$ cat src/rtl/arb_node_pkg.sv
package arb_node_pkg;

    typedef enum logic [2:0] {
        ST_IDLE  = 3'd0,
        ST_REQ   = 3'd1,
        ST_FWD   = 3'd2,
        ST_WAIT  = 3'd3,
        ST_MDRV  = 3'd4,
        ST_MREL  = 3'd5
    } node_state_e;

    typedef struct packed {
        node_state_e state;
    } fsm_regs_t;

    typedef struct packed {
        logic bus_req;
        logic grant_out;
        logic ack;
        logic busy_out;
        logic master_sync;
    } node_out_t;

endpackage

$ cat src/rtl/busy_edge_det.sv
module busy_edge_det (
    input  logic clk,
    input  logic rst_n,
    input  logic busy_i,
    output logic fall_o
);

    logic busy_d, busy_q;

    always_comb begin
        busy_d = busy_i;
        fall_o = busy_q & ~busy_i;
    end

    always_ff @(posedge clk or negedge rst_n) begin
        if (!rst_n) busy_q <= 1'b0;
        else        busy_q <= busy_d;
    end

endmodule

$ cat src/rtl/arb_node_fsm.sv
module arb_node_fsm
    import arb_node_pkg::*;
(
    input  logic      clk,
    input  logic      rst_n,
    input  logic      dev_req_i,
    input  logic      grant_in_i,
    input  logic      busy_fall_i,
    input  logic      slave_sync_i,
    output node_out_t out_o
);

    fsm_regs_t regs_d, regs_q;

    always_comb begin
        regs_d = regs_q;
        unique case (regs_q.state)
            ST_IDLE: begin
                if (grant_in_i)     regs_d.state = ST_FWD;
                else if (dev_req_i) regs_d.state = ST_REQ;
            end
            ST_REQ:  if (grant_in_i)    regs_d.state = ST_WAIT;
            ST_FWD:  if (!grant_in_i)   regs_d.state = ST_IDLE;
            ST_WAIT: if (busy_fall_i)   regs_d.state = ST_MDRV;
            ST_MDRV: if (slave_sync_i)  regs_d.state = ST_MREL;
            ST_MREL: if (!slave_sync_i) regs_d.state = ST_IDLE;
            default: regs_d.state = ST_IDLE;
        endcase
    end

    always_comb begin
        out_o             = '0;
        out_o.bus_req     = (regs_q.state == ST_REQ);
        out_o.grant_out   = (regs_q.state == ST_FWD);
        out_o.ack         = (regs_q.state == ST_WAIT);
        out_o.busy_out    = (regs_q.state == ST_MDRV) || (regs_q.state == ST_MREL);
        out_o.master_sync = (regs_q.state == ST_MDRV);
    end

    always_ff @(posedge clk or negedge rst_n) begin
        if (!rst_n) regs_q <= '{state: ST_IDLE};
        else        regs_q <= regs_d;
    end

    AST_GRANT_EXCL: assert property (@(posedge clk) disable iff (!rst_n)
        out_o.grant_out |-> !(out_o.bus_req || out_o.ack || out_o.busy_out));
    AST_REQ_TO_ACK: assert property (@(posedge clk) disable iff (!rst_n)
        (out_o.bus_req && grant_in_i) |=> (out_o.ack && !out_o.bus_req));
    AST_FWD_HOLD: assert property (@(posedge clk) disable iff (!rst_n)
        (out_o.grant_out && grant_in_i) |=> out_o.grant_out);
    AST_FWD_EXIT: assert property (@(posedge clk) disable iff (!rst_n)
        (out_o.grant_out && !grant_in_i) |=> !out_o.grant_out);
    AST_NO_EARLY_BUSY: assert property (@(posedge clk) disable iff (!rst_n)
        (out_o.ack && !busy_fall_i) |=> (out_o.ack && !out_o.busy_out));
    AST_TAKE_BUS: assert property (@(posedge clk) disable iff (!rst_n)
        (out_o.ack && busy_fall_i) |=> (out_o.busy_out && out_o.master_sync && !out_o.ack));
    AST_MSYNC_HOLD: assert property (@(posedge clk) disable iff (!rst_n)
        (out_o.master_sync && !slave_sync_i) |=> out_o.master_sync);
    AST_RELEASE: assert property (@(posedge clk) disable iff (!rst_n)
        (out_o.busy_out && !out_o.master_sync && !slave_sync_i) |=> !out_o.busy_out);
    AST_NO_FWD_OWNED: assert property (@(posedge clk) disable iff (!rst_n)
        (out_o.ack || out_o.busy_out) |=> !out_o.grant_out);

endmodule

$ cat src/rtl/bus_arb_node.sv
module bus_arb_node
    import arb_node_pkg::*;
(
    input  logic clk,
    input  logic rst_n,
    input  logic dev_req_i,
    input  logic grant_in_i,
    input  logic busy_in_i,
    input  logic slave_sync_i,
    output logic bus_req_o,
    output logic grant_out_o,
    output logic ack_o,
    output logic busy_out_o,
    output logic master_sync_o
);

    logic      busy_fall;
    node_out_t outs;

    busy_edge_det u_edge (
        .clk    (clk),
        .rst_n  (rst_n),
        .busy_i (busy_in_i),
        .fall_o (busy_fall)
    );

    arb_node_fsm u_fsm (
        .clk          (clk),
        .rst_n        (rst_n),
        .dev_req_i    (dev_req_i),
        .grant_in_i   (grant_in_i),
        .busy_fall_i  (busy_fall),
        .slave_sync_i (slave_sync_i),
        .out_o        (outs)
    );

    assign bus_req_o     = outs.bus_req;
    assign grant_out_o   = outs.grant_out;
    assign ack_o         = outs.ack;
    assign busy_out_o    = outs.busy_out;
    assign master_sync_o = outs.master_sync;

endmodule

$ cat config.mk
export PLATFORM = sky130hd
export DESIGN_NAME = bus_arb_node
export DESIGN_NICKNAME = d
export VERILOG_FILES = /design/src/rtl/arb_node_pkg.sv /design/src/rtl/busy_edge_det.sv /design/src/rtl/arb_node_fsm.sv /design/src/rtl/bus_arb_node.sv
export SDC_FILE = /design/constraint.sdc
export NUM_CORES = 1
export LEC_CHECK = 0
export BUFFER_PORTS_ARGS = -buffer_cell sky130_fd_sc_hd__buf_2
export CORE_AREA = 3 3 40 42
export CTS_BUF_LIST = sky130_fd_sc_hd__clkbuf_4
export CTS_CLUSTER_SIZE = 25
export DETAILED_ROUTE_END_ITERATION = 8
export DIE_AREA = 0 0 43 45
export PLACE_DENSITY = 0.44
export SYNTH_ARGS = -nofsm -noshare
export SYNTH_HDL_FRONTEND = slang
export SYNTH_SLANG_ARGS = --single-unit
$ cat constraint.sdc
create_clock -name clk -period 1.45 [get_ports clk]
set_clock_uncertainty 0.2 [all_clocks]
set_input_delay 0.2175 -clock clk [delete_from_list [all_inputs] [get_ports clk]]
set_output_delay 0.2175 -clock clk [all_outputs]
set_load 0.03 [all_outputs]
# ---- Word-level counts from Yosys, hierarchy flattened
# Cells that the tools add are included.
# Widths: inputs -> output; s select.
dict set report totals {
  wordCells 26
  input_bits 6
  ff_bits 4
  output_inout_bits 5
}
dict set report classes {
  bitwise 2
  eq_ne 11
  n_reduce_logical 3
  n_mux 8
}
# operator count
set ops {}
lappend ops {{$mux 3} 7}
lappend ops {{$pmux 3 s6} 1}
lappend ops {{$ne 2x2->1 const B} 4}
lappend ops {{$eq 3x2->1 const B} 2}
lappend ops {{$eq 3x3->1 const B} 2}
lappend ops {{$reduce_and 6->1} 1}
lappend ops {{$eq 3x1->1 const B} 1}
lappend ops {{$logic_not 3->1} 1}
lappend ops {{$ne 3x3->1 const B} 1}
lappend ops {{$ne 2x1->1 const B} 1}
lappend ops {{$and 1x1->1} 1}
lappend ops {{$logic_or 1x1->1} 1}
lappend ops {{$not 1->1} 1}

# ---- Longest topological paths before layout
dict set report logic_depth {
  word_depth 4
  ltp_mapped 3
}

# ---- Cells and area by module
# From an unflattened synthesis, not the netlist that was laid out.
dict set report unflattened {
  cells_unflattened 20
  hier_area_um2 211.5
}
# mod area_per_inst_um2 cells_each instances seq_area_each_um2
set by_module_without_submodules {}
lappend by_module_without_submodules {arb_node_fsm 172.7 18 1 75.1}
lappend by_module_without_submodules {busy_edge_det 38.8 2 1 25.0}

# ---- Worst setup path after synthesis
# Ideal clock, no wire load.
dict set report synth_path {
  kind {register to output}
  startpoint {register u_fsm.regs_q[2]}
  endpoint {output port grant_out_o}
  path_slack_ns -0.150
  path_buffers 0
  stages_incl_launch_ff 2
  t_arrival_ns 1.183
  path_cell_list {dfrtp_1 -> nor3b_1}
}
dict set report synth_via {
  elab_chain_cells 1
}
# element line
set synth_lines {}
lappend synth_lines {{start: declaration} arb_node_fsm.sv:13} ;# fsm_regs_t regs_d, regs_q;
lappend synth_lines {{start signal: assignment} arb_node_fsm.sv:41} ;# if (!rst_n) regs_q <= '{state: ST_IDLE};
lappend synth_lines {{start signal: assignment} arb_node_fsm.sv:42} ;# else regs_q <= regs_d;
lappend synth_lines {{$eq 3x2->1} arb_node_fsm.sv:34} ;# out_o.grant_out = (regs_q.state == ST_FWD);
lappend synth_lines {{end: declaration} bus_arb_node.sv:11} ;# output logic grant_out_o,
# No other way between the ends.

# ---- Final worst setup path
dict set report layout_path {
  startpoint {register u_fsm.regs_q[2]}
  endpoint {output port bus_req_o}
}
dict set report layout_via {
  elab_chain_cells 1
}
# element line
set layout_lines {}
lappend layout_lines {{$eq 3x1->1} arb_node_fsm.sv:33} ;# out_o.bus_req = (regs_q.state == ST_REQ);
lappend layout_lines {{end: declaration} bus_arb_node.sv:10} ;# output logic bus_req_o,
# No other way between the ends.

==> results.md <==
- Status: complete, but fails checks
- Failing checks: setup timing
- RePlAce Congestion: 0.602
- DP Area: 303 um2
- Initial antenna violation count: 0
- Peak Freq: 0.661 GHz
- Area Overhead vs Synth: 88.7%
- Slew HR: 87.8%
- Via Count: 243
- Global-route wire length before repair: 1000 um
- Initial drt markers: 0
- Die Y: 45 um
- Int Pwr: 0.440 mW
- Core region area: 0.00128 mm2
- Clock latency on the worst-skew pair: 0.24 ns
- Clock power frac: 19.2%
- Cell area after synthesis: 221 um2
- Row count: 13
- Detailed Routing Iterations Pass 1: 1
- Seq pwr share: 28.2%
- Average cell area after synthesis: 9.63 um2
- Top_reg_cell synth: dfrtp_1
- Final period util: 104%
- CTS tree: done
- Arrival @ worst endpoint: 1.10 ns
- Largest net degree at the start of global routing: 7
- H-tree depth: 1
- Number of global-route vias before repair: 245
- Clock Pin Slew Worst Setup and Hold Paths: 0.04 ns
- Synth top area cells: dfrtp_1, nand2b_1, nor2_1, o32ai_2, mux2_4
- Final setup margin: -0.0633 ns
- Layout cell share with drive strength beyond 1: 65.1%
- Total CTS buffers: 3
- Crit path launch type: flip-flop
- ANT cells: 0
- Final hold vios: 0
- Yosys warns: 0
- RSZ-0062 raised after global routing: true
- Clock buffer depth: 2
- Type of the worst setup path: flip-flop to output pin
- Initial core utilization: 17.2%
- Asr flop ratio synth: 100%
- I/O Buffers: 10
- Net Sw Frac: 39.9%
- DP HPWL: 395 um
- CP Capture Type: output pin
- Final slew viol count: 0
- CP max FO: 6
- Final setup vio count: 3
- Grt total ovfl: 0
- Final instance area: 418 um2
- Synthesis-stage register bit count: 4
- VDD IR max: 0.000532 V
- GR Util All Layers: 7.45%
- Combinational share of power: 52.6%
- Post-synth EDFFs: 0
- Yosys cell types: 13
- DRC Markers: 0
- Leak: 0.202 nW
- Worst slew pin tran: 0.184 ns
- Clk sinks: 4
- Die Width: 43 um
- HP Class: input pin to flip-flop
- Post-synth top cells: nor2_1, dfrtp_1, nand2b_1
- Largest area contributor in the netlist: dfrtp_1
- Syn nets: 29
- Register area share after synthesis: 45.2%
- Yosys top cell area share: 45.2%
- WL final: 577 um
- Top-count cell post-synth: nor2_1
- ANT nets after route: 0
- Final Critical Period: 1.51 ns
- Fin util: 32.5%
- Gate Count Post-Synth: 23
- Number of vias per cell: 4.19
- Pwr/cell area: 1750 mW/mm2
- Overall die area: 0.00194 mm2
- Nets@finish: 51
- Net switching power: 0.293 mW
- Wirelength per Cell: 9.95 um
- Number of placed I/O pins: 11
- Clock root buffer: clkbuf_4
- Max cap viols: 0
- CP required: 1.03 ns
[worst max-delay path, stage by stage, from the launching register on]
cell and delay, ns:
dfrtp_2 0.45, nand2b_4 0.16, nor2_1 0.08, buf_4 0.16
[layer usage]
metal / GRT usage (%) / share of wire [%] / vias up
met5: 0 / 0 / -
met3: 3.59 / 3.8 / 2
met4: 7.23 / 3.8 / 0
met1: 6.85 / 39 / 114
li1: - / - / 121
met2: 12.0 / 53 / 6
[metrics by stage]
step	TNS [ns]	power (mW)	std cells	hold WS [ns]	worst slack (ns)
2_1_floorplan	0	0.388	23	-0.278	0.00704
3_3_place_gp	0	0.481	49	-0.175	0.120
3_5_place_dp	0	0.477	49	-0.173	0.108
4_1_cts	-0.148	0.721	57	0.0658	-0.0641
5_1_grt	-0.376	0.791	58	0.0929	-0.0967
6_report	-0.105	0.733	58	0.0713	-0.0633
[placed cells by master (no fill, tap or decap)]
master / n
nand2b_1: 1
o22ai_1: 1
nor2_2: 1
nor3b_2: 1
clkbuf_4: 3
mux2i_1: 1
nor3_1: 1
o32ai_2: 1
a21oi_1: 2
inv_2: 1
nor2b_1: 1
buf_2: 5
dlygate4sd3_1: 2
dfrtp_1: 2
nand2_2: 1
nand2b_4: 2
dfrtp_2: 2
nor2_1: 4
buf_4: 8
mux2_4: 1
buf_6: 2
[kinds of logic after synthesis]
kind of cell	Yosys count	share of synthesized area, %
AOI/OAI and AO/OA	4	14.7
buffers and inverters	1	1.69
DFF	4	45.2
muxes	2	11.3
and+or+nand+nor	12	27.1
[worst paths after layout]
kind                                  from              end  slack (ns)  cells past startpoint
max reg2reg                u_fsm.regs_q[0]  u_fsm.regs_q[0]        0.05                      4
max in group asynchronous            rst_n  u_fsm.regs_q[0]        0.81                      2
max                        u_fsm.regs_q[2]        bus_req_o       -0.06                      3
min                           slave_sync_i  u_fsm.regs_q[2]        0.07                      3
min reg2reg                u_fsm.regs_q[2]  u_fsm.regs_q[1]        0.35                      1
min in group asynchronous            rst_n  u_fsm.regs_q[1]        0.11                      2
[state kept, by name, summed over array words and instances, names as in the netlist]
register       cells
u_edge.busy_q      1
u_fsm.regs_q       3
[layout make-up]
cell class | instances | area (um2)
well taps | 15 | 18.8
flip-flops and latches | 4 | 103
repair buffers | 17 | 128
fillers | 133 | 867
inverters | 1 | 3.75
multi-input cells | 18 | 143
clock buffers | 3 | 22.5
[power groups by stage]
stage / sequential (mW) / clock [mW] / combinational, mW
after detailed placement: 0.192 / 0 / 0.285
after CTS: 0.200 / 0.148 / 0.374
final: 0.207 / 0.141 / 0.385
after global routing: 0.213 / 0.155 / 0.424
after floorplan: 0.187 / 0 / 0.201
after global placement: 0.193 / 0 / 0.288
[what timing repair did]
item / CTS / global route
gates cloned: 0 / 0
endpoints found under the hold margin: 5 / 0
buffers inserted: 3 / 1
resized for setup: 9 / 5
hold buffers: 2 / 0
endpoints found under the setup margin: 5 / 6
pin swaps: 1 / 2
(Power assumes the default switching activity.)
